File: config.mk
export PLATFORM = sky130hd
export DESIGN_NAME = dispclk_divtree
export DESIGN_NICKNAME = d
export VERILOG_FILES = /design/src/rtl/dpt_pkg.sv /design/src/rtl/dpt_cfg_regs.sv /design/src/rtl/dpt_tick_div.sv /design/src/rtl/dpt_pix_sel.sv /design/src/rtl/dispclk_divtree.sv
export SDC_FILE = /design/constraint.sdc
export NUM_CORES = 1
export LEC_CHECK = 0
export ABC_AREA = 0
export CAP_MARGIN = 15
export CORE_MARGIN = 2
export CORE_UTILIZATION = 53
export DETAILED_ROUTE_END_ITERATION = 16
export DONT_BUFFER_PORTS = 1
export GPL_ROUTABILITY_DRIVEN = 1
export PLACE_DENSITY_LB_ADDON = 0.05
export SLEW_MARGIN = 10
export SYNTH_ARGS = -nofsm -noshare
export SYNTH_HDL_FRONTEND = slang
export SYNTH_SLANG_ARGS = --single-unit
export TNS_END_PERCENT = 10
File: constraint.sdc
create_clock -name clk -period 2.5 [get_ports clk]
set_input_delay 0.375 -clock clk [delete_from_list [all_inputs] [get_ports clk]]
set_output_delay 0.375 -clock clk [all_outputs]
set_load 0.01 [all_outputs]
File: src/rtl/dpt_pkg.sv
package dpt_pkg;
  localparam int WORD_W  = 8;
  localparam int DIV_W   = 4;
  localparam int OD_W    = 2;
  localparam int PIX_LSB = 4;
  localparam int EXT_BIT = 2;
  localparam int EN_BIT  = 5;

  localparam logic [1:0] ADDR_DIVS   = 2'd0;
  localparam logic [1:0] ADDR_PATH   = 2'd1;
  localparam logic [1:0] ADDR_OUTDIV = 2'd2;

  typedef enum logic [1:0] {
    SRC_BIT  = 2'd0,
    SRC_HALF = 2'd1,
    SRC_OUT  = 2'd2,
    SRC_POST = 2'd3
  } pix_src_e;

  typedef struct packed {
    logic [OD_W-1:0]  od_exp;
    logic [DIV_W-1:0] bit_div;
    logic [DIV_W-1:0] pix_div;
    pix_src_e         src;
    logic             ext;
    logic             en;
  } tree_cfg_t;
endpackage

File: src/rtl/dpt_cfg_regs.sv
module dpt_cfg_regs
  import dpt_pkg::*;
(
  input  logic              clk,
  input  logic              rst_n,
  input  logic              wr_en,
  input  logic [1:0]        wr_addr,
  input  logic [WORD_W-1:0] wr_data,
  output tree_cfg_t         cfg
);
  tree_cfg_t cfg_q;

  always_ff @(posedge clk or negedge rst_n) begin
    if (!rst_n) begin
      cfg_q.od_exp  <= '0;
      cfg_q.bit_div <= DIV_W'(1);
      cfg_q.pix_div <= DIV_W'(1);
      cfg_q.src     <= SRC_BIT;
      cfg_q.ext     <= 1'b0;
      cfg_q.en      <= 1'b0;
    end else if (wr_en) begin
      case (wr_addr)
        ADDR_DIVS: begin
          cfg_q.bit_div <= wr_data[DIV_W-1:0];
          cfg_q.pix_div <= wr_data[PIX_LSB +: DIV_W];
        end
        ADDR_PATH: begin
          cfg_q.src <= pix_src_e'(wr_data[1:0]);
          cfg_q.ext <= wr_data[EXT_BIT];
          cfg_q.en  <= wr_data[EN_BIT];
        end
        ADDR_OUTDIV: cfg_q.od_exp <= wr_data[OD_W-1:0];
        default: ;
      endcase
    end
  end

  assign cfg = cfg_q;
endmodule

File: src/rtl/dpt_tick_div.sv
module dpt_tick_div #(
  parameter int W = 4
) (
  input  logic         clk,
  input  logic         rst_n,
  input  logic         tick_in,
  input  logic [W-1:0] ratio_new,
  output logic         tick_out
);
  logic [W-1:0] cnt_q;
  logic [W-1:0] ratio_q;
  logic         last;

  assign last     = (cnt_q == ratio_q - W'(1));
  assign tick_out = tick_in && last;

  always_ff @(posedge clk or negedge rst_n) begin
    if (!rst_n) begin
      cnt_q   <= '0;
      ratio_q <= W'(1);
    end else if (tick_in) begin
      if (last) begin
        cnt_q   <= '0;
        ratio_q <= (ratio_new == '0) ? W'(1) : ratio_new;
      end else begin
        cnt_q <= cnt_q + W'(1);
      end
    end
  end

  // the counter never escapes its range, so a terminal count always comes
  p_cnt_in_range_r8: assert property (@(posedge clk) disable iff (!rst_n)
    cnt_q < ratio_q);

  // the active ratio only moves at a terminal count
  p_ratio_hold_r9: assert property (@(posedge clk) disable iff (!rst_n)
    !tick_out |=> $stable(ratio_q));
endmodule

File: src/rtl/dpt_pix_sel.sv
module dpt_pix_sel
  import dpt_pkg::*;
(
  input  logic       clk,
  input  logic       rst_n,
  input  logic [3:0] taps,
  input  pix_src_e   sel_new,
  input  logic       load,
  output logic       src_tick
);
  pix_src_e sel_q;

  always_ff @(posedge clk or negedge rst_n) begin
    if (!rst_n)    sel_q <= SRC_BIT;
    else if (load) sel_q <= sel_new;
  end

  assign src_tick = taps[sel_q];

  // the pixel source changes only at a pixel terminal count
  p_sel_hold_r9: assert property (@(posedge clk) disable iff (!rst_n)
    !load |=> $stable(sel_q));
endmodule

File: src/rtl/dispclk_divtree.sv
module dispclk_divtree
  import dpt_pkg::*;
#(
  parameter int BYTE_RATIO = 8,
  parameter int HALF_RATIO = 2,
  parameter int POST_RATIO = 4
) (
  input  logic              clk,
  input  logic              rst_n,
  input  logic              wr_en,
  input  logic [1:0]        wr_addr,
  input  logic [WORD_W-1:0] wr_data,
  input  logic              ext_tick,
  output logic              byte_tick,
  output logic              pix_tick
);
  localparam int POW_W = 1 << OD_W;
  localparam int MAX_FIX = (BYTE_RATIO > HALF_RATIO) ?
                           ((BYTE_RATIO > POST_RATIO) ? BYTE_RATIO : POST_RATIO) :
                           ((HALF_RATIO > POST_RATIO) ? HALF_RATIO : POST_RATIO);
  localparam int FIX_W = $clog2(MAX_FIX + 1);

  tree_cfg_t  cfg;
  logic       src_tick, od_tick, bit_tick, mux_tick, pix_tc;
  logic [2:0] fix_in, fix_out;
  logic [POW_W-1:0] od_ratio;

  function automatic int fix_ratio(input int idx);
    case (idx)
      0:       return BYTE_RATIO;
      1:       return HALF_RATIO;
      default: return POST_RATIO;
    endcase
  endfunction

  dpt_cfg_regs u_cfg (
    .clk(clk), .rst_n(rst_n), .wr_en(wr_en), .wr_addr(wr_addr),
    .wr_data(wr_data), .cfg(cfg)
  );

  assign src_tick = cfg.ext ? ext_tick : 1'b1;
  assign od_ratio = POW_W'(1) << cfg.od_exp;

  dpt_tick_div #(.W(POW_W)) u_od (
    .clk(clk), .rst_n(rst_n), .tick_in(src_tick),
    .ratio_new(od_ratio), .tick_out(od_tick)
  );

  dpt_tick_div #(.W(DIV_W)) u_bit (
    .clk(clk), .rst_n(rst_n), .tick_in(od_tick),
    .ratio_new(cfg.bit_div), .tick_out(bit_tick)
  );

  // fixed taps: 0 byte (from bit), 1 half-rate (from bit), 2 post (from first stage)
  assign fix_in = {od_tick, bit_tick, bit_tick};

  for (genvar g = 0; g < 3; g++) begin : g_fix
    dpt_tick_div #(.W(FIX_W)) u_fix (
      .clk(clk), .rst_n(rst_n), .tick_in(fix_in[g]),
      .ratio_new(FIX_W'(fix_ratio(g))), .tick_out(fix_out[g])
    );
  end

  dpt_pix_sel u_psel (
    .clk(clk), .rst_n(rst_n),
    .taps({fix_out[2], od_tick, fix_out[1], bit_tick}),
    .sel_new(cfg.src), .load(pix_tc), .src_tick(mux_tick)
  );

  dpt_tick_div #(.W(DIV_W)) u_pix (
    .clk(clk), .rst_n(rst_n), .tick_in(mux_tick),
    .ratio_new(cfg.pix_div), .tick_out(pix_tc)
  );

  always_ff @(posedge clk or negedge rst_n) begin
    if (!rst_n) begin
      byte_tick <= 1'b0;
      pix_tick  <= 1'b0;
    end else begin
      byte_tick <= cfg.en && fix_out[0];
      pix_tick  <= cfg.en && pix_tc;
    end
  end

  // clearing the enable silences both strobes from the second cycle on
  p_gate_off_r6: assert property (@(posedge clk) disable iff (!rst_n)
    (wr_en && wr_addr == ADDR_PATH && !wr_data[EN_BIT]) |=> ##1 (!byte_tick && !pix_tick));

  // with the external source chosen, an idle ext_tick yields no pulse
  p_ext_stall_r7: assert property (@(posedge clk) disable iff (!rst_n)
    (cfg.ext && !ext_tick) |=> (!byte_tick && !pix_tick));

  // byte pulses are a single cycle wide
  p_byte_single_r3: assert property (@(posedge clk) disable iff (!rst_n)
    byte_tick |=> !byte_tick);
endmodule

# Yosys cells after proc, flatten, opt, wreduce, memory -nomap -nowiden
# Cells that the tools add are included.
# W data, S select, Z words.
# word_totals
reg_bits	60
in_bits	14
wordCells	76
# classes
addsub	12
n_lt_le_gt_ge	1
eq_ne	8
shifts	1
n_mux	12
reduce_logical	21
# op_table
op	count
$mux W4	9
$add A4 B1 Y4 const B	6
$eq A4 B4 Y1	6
$reduce_and A2 Y1	9
$sub A4 B1 Y4 const B	4
$logic_not A4 Y1	3
$logic_and A1 B1 Y1	8
$shl A1 B2 Y4 const A	1
$sub A3 B1 Y4 const B	1
$lt A2 B3 Y1 const B	1
$sub A2 B1 Y3 const B	1
$bmux W1 S2	1
$eq A2 B1 Y1 const B	1
$eq A2 B2 Y1 const B	1
$logic_not A2 Y1	1
$mux W1	2

# Longest topological paths before layout
# logic_depth
ltp_word	9
depth_mapped	9
ltp_nobuf	7

# By module
# A second synthesis with hierarchy kept.
# hier_totals
cells_unflattened	281
area_unflattened_um2	3422.0
# modules_own_cells
mod	n_inst	cells_each	area_per_inst_um2	seq_area_each_um2
dpt_tick_div	6	39	446.7	201.4
dpt_cfg_regs	1	31	544.3	352.8
dispclk_divtree	1	11	102.6	50.0
dpt_pix_sel	1	5	95.1	50.0

# Worst setup path before layout
# OpenSTA, ideal clock, no wires.
# synth_path
path_kind	reg2reg
start	register g_fix[1].u_fix.ratio_q[0]
end	register u_pix.ratio_q[1]
setup_time_ns	0.125
arrival_ns	2.088
t_required_ns	2.375
slack_ns	0.287
path_stages_with_launch	8
period_less_slack_ns	2.213
cell_sequence	dfstp_2 > inv_1 > ha_1 > xor2_1 > o211a_1 > o2111a_2 > o211ai_4 > mux2_4
# synth_via
elab_chain_cells	6
# synth_lines
item	line_no	source
start, declared	dpt_tick_div.sv:11	logic [W-1:0] ratio_q;
start signal, assigned	dpt_tick_div.sv:24	ratio_q <= (ratio_new == '0) ? W'(1) : ratio_new;
$sub A2 B1 Y3	dpt_tick_div.sv:14	assign last = (cnt_q == ratio_q - W'(1));
$eq A4 B4 Y1	dpt_tick_div.sv:14	
$logic_and A1 B1 Y1	dpt_tick_div.sv:15	assign tick_out = tick_in && last;
$bmux W1 S2	dpt_pix_sel.sv:18	assign src_tick = taps[sel_q];
$mux W1 (not written as such)	dpt_pix_sel.sv:18	
$reduce_and A2 Y1 (no source line)	--	
end signal, assigned	dpt_tick_div.sv:24	
end, declared	dpt_tick_div.sv:11	
# Every way passes these cells. The select of a mux whose other input is x is not followed.
# A chain may end at the register's enable or synchronous reset.

# Worst setup path after layout
# Ends and elaborated chain as after synthesis.

==> qor.csv <==
stage;metric;value;unit
timing;fin_hold_ws;0.1859;ns
detailed_routing;ant_nets;0;
detailed_routing;drt_iter0_markers;100;
detailed_routing;drc;0;
timing;skew;0.009561;ns
detailed_routing;wl_per_cell;15.08;um
logic_synthesis;ys_seq_area_frac;0.4865;
worst_setup_path;worstPathArrival;2.56;ns
timing;setup_viol;0;
clocking;tritoncts;built;
global_routing;overflow;0;
timing;finalSetupTns;0;ns
global_routing;globalRouteTotalUtil;0.2046;
place;portBuffers;0;
detailed_routing;vias;2031;
floorplan;rows;27;
timing;min_period;2.334;ns
final_layout;final_nets;316;
worst_hold_path;hp-class;input port to flop;
worst_setup_path;worst-path-max-fanout;6;
final_layout;drive_gt1_frac;0.2399;
timing;hold_viol_final;0;
worst_setup_path;cp-start-kind;flop;
detailed_routing;vias_per_cell;5.519;
final_layout;area_delta_synth_final;13.13;%
timing;tightest_slew;0.5941;ns
global_routing;grt_pass1_wl;10030;um
clocking;clk_path_buf_depth;2;
worst_setup_path;critPathKind;flop to flop;
timing;period_share;0.9338;
place;detailed_place_hpwl;3826;um
clocking;cts_root_buf;clkbuf_8;
logic_synthesis;avgSynthCellArea;11.22;sq um
logic_synthesis;yosys.cell_types.count;50;
logic_synthesis;syn_nets;302;
floorplan;io_pins;16;
job;maxCapViolCount;0;
floorplan;initial_core_util;0.5574;
clocking;htreeDepth;3;
final_layout;insertedDiodeCount;0;
clocking;cts.reportedPaths.clkPinSlew;0.07;ns
global_routing;antenna_found_initial;0;
logic_synthesis;synth.cell_area;3107;sq um
timing;timing.fmax;428.4;MHz
detailed_routing;routed_wl;5548;um
floorplan;fp.dieH;80.56;um
timing;finalMaxSlewViolations;0;
logic_synthesis;async_reset_ff_frac;1.000;
detailed_routing;dr.pass1.iters;4;
place;place.gp.congestion;0.7353;
logic_synthesis;synth-edff-count;0;
clocking;clock_sinks;60;
floorplan;core_area;5574;sq um
clocking;cts_setup_buffers;0;
power;power.density;974.9;nW/um^2
worst_setup_path;crit_required;2.72;ns
timing;rsz0062_at_grt;no;
clocking;cts_buffers;9;
power;ir_worst_vdd;0.6346;mV
floorplan;fp.dieArea;6490;sq um
run_status;status;finished clean;
logic_synthesis;synthCells;277;
logic_synthesis;synth_ff_type;dfrtp_1;
logic_synthesis;synth-seq-cells;60;
clocking;clk-insertion-delay-late;0.34;ns
logic_synthesis;ys_warn_count;0;
timing;relSlewSlack;0.6022;
final_layout;final_common_cell;dfrtp_1;
worst_setup_path;cp-end-kind;flop;
global_routing;grt_max_degree;61;
global_routing;grt_pass1_vias;2156;
floorplan;die_w;80.56;um
power;leakagePower;1.645;nW
final_layout;final_cell_mix;dfrtp_1 (52), nand2_1 (23), o21ai_0 (22);
metrics by stage:
step	utilization	instances	area [sq um]	power, mW	setup WS, ns
global route	0.6305	368	3515	3.671	0.04740
global placement	0.5787	350	3226	2.301	0.1263
floorplan	-	277	3107	2.103	0.2868
finish	0.6305	368	3515	3.426	0.1655
detailed placement	0.5787	350	3226	2.324	0.07612
CTS	0.6303	368	3513	3.459	0.07166
worst paths after layout:
check	startpoint	to	slack (ns)	cells past startpoint
max	g_fix[1].u_fix.ratio_q[0]$_DFFE_PN1N_	u_pix.ratio_q[1]$_DFFE_PN0P_	0.17	7
min	wr_data[7]	u_cfg.cfg[7]$_DFFE_PN0P_	0.19	1
max reg2reg	g_fix[1].u_fix.ratio_q[0]$_DFFE_PN1N_	u_pix.ratio_q[1]$_DFFE_PN0P_	0.17	7
min reg2reg	g_fix[2].u_fix.ratio_q[2]$_DFFE_PN0N_	g_fix[2].u_fix.ratio_q[2]$_DFFE_PN0N_	0.47	2
max in group asynchronous	rst_n	u_cfg.cfg[8]$_DFFE_PN1P_	1.63	2
min in group asynchronous	rst_n	g_fix[1].u_fix.ratio_q[1]$_DFFE_PN0N_	0.58	2
power by group:
| part | switching (mW) | internal, mW |
|---|---|---|
| logic | 0.493 | 0.452 |
| clock network | 0.381 | 0.716 |
| registers | 0.204 | 1.18 |
synthesized netlist by cell type (2+ instances only):
library cell	count	area [sq um]
dfrtp_1	52	1301
nand2_1	23	86.33
o21ai_0	22	110.1
mux2_2	18	202.7
inv_1	15	56.30
nand3_1	14	70.07
ha_1	11	137.6
xnor2_1	11	96.34
nor2_1	9	33.78
nor3_1	9	45.04
dfstp_2	8	210.2
xor2_1	7	61.31
and2_1	6	37.54
mux2_4	5	75.07
nand2b_1	5	31.28
o31ai_1	5	37.54
buf_2	4	20.02
a21oi_1	3	15.01
and3_1	3	18.77
clkbuf_1	3	11.26
nand3b_1	3	22.52
xor3_1	3	71.32
a21o_1	2	15.01
a22o_1	2	17.52
mux2i_1	2	20.02
nor3_2	2	20.02
o211a_1	2	20.02
o211ai_1	2	15.01
o221a_2	2	22.52
o22ai_1	2	12.51
o2bb2ai_1	2	17.52
or2_2	2	12.51
cell families (layout without fill, tap and decap cells):
logic type	after synthesis	count (layout)	share of synthesized area
flip-flops	60	60	0.4865
multiplexers	26	26	0.1031
adder cells (fa/ha/maj)	11	11	0.04430
XOR/XNOR	21	21	0.07370
AND/OR/NAND/NOR	86	86	0.1486
AO/OA/AOI/OAI	50	50	0.1132
buffers and inverters	23	42	0.03061
final cells by class:
cell class / instances / area, sq um
fill: 463 / 2059
sequential: 60 / 1511
inverter: 15 / 56.30
clock buffer: 12 / 155.1
tap: 72 / 90.09
timing repair buffer: 11 / 105.1
multi-input combinational: 194 / 1501
clock inverter: 4 / 95.09
what timing repair did:
item	in CTS	in global routing
hold buffers	2	0
endpoints found under the setup margin	0	14
endpoints found under the hold margin	60	0
gates resized for setup	0	1
critical path: stages, from the launching register on:
cell and delay [ns]:
dfstp_2 0.54, inv_1 0.05, ha_1 0.30, xor2_1 0.17
o211a_1 0.17, o2111a_2 0.32, o211ai_4 0.34, mux2_4 0.33
state kept, by name, summed over array words and instances, names as in the netlist, 4 cells and up:
register / flops
g_fix.u_fix.cnt_q: 12
u_pix.cnt_q: 4
u_od.cnt_q: 4
u_od.ratio_q: 4
u_bit.ratio_q: 4
u_pix.ratio_q: 4
u_bit.cnt_q: 4
g_fix.u_fix.ratio_q: 6
u_cfg.cfg: 14
per-layer routing:
layer | vias up | GRT usage | wire (um) | share of wire
met4 | 0 | 0.08644 | 91 | 0.016
li1 | 1012 | - | - | -
met1 | 984 | 0.2730 | 2821 | 0.51
met5 | - | 0 | 0 | 0
met2 | 28 | 0.3100 | 2424 | 0.44
met3 | 7 | 0.06067 | 210 | 0.038
(Power assumes the default switching activity.)
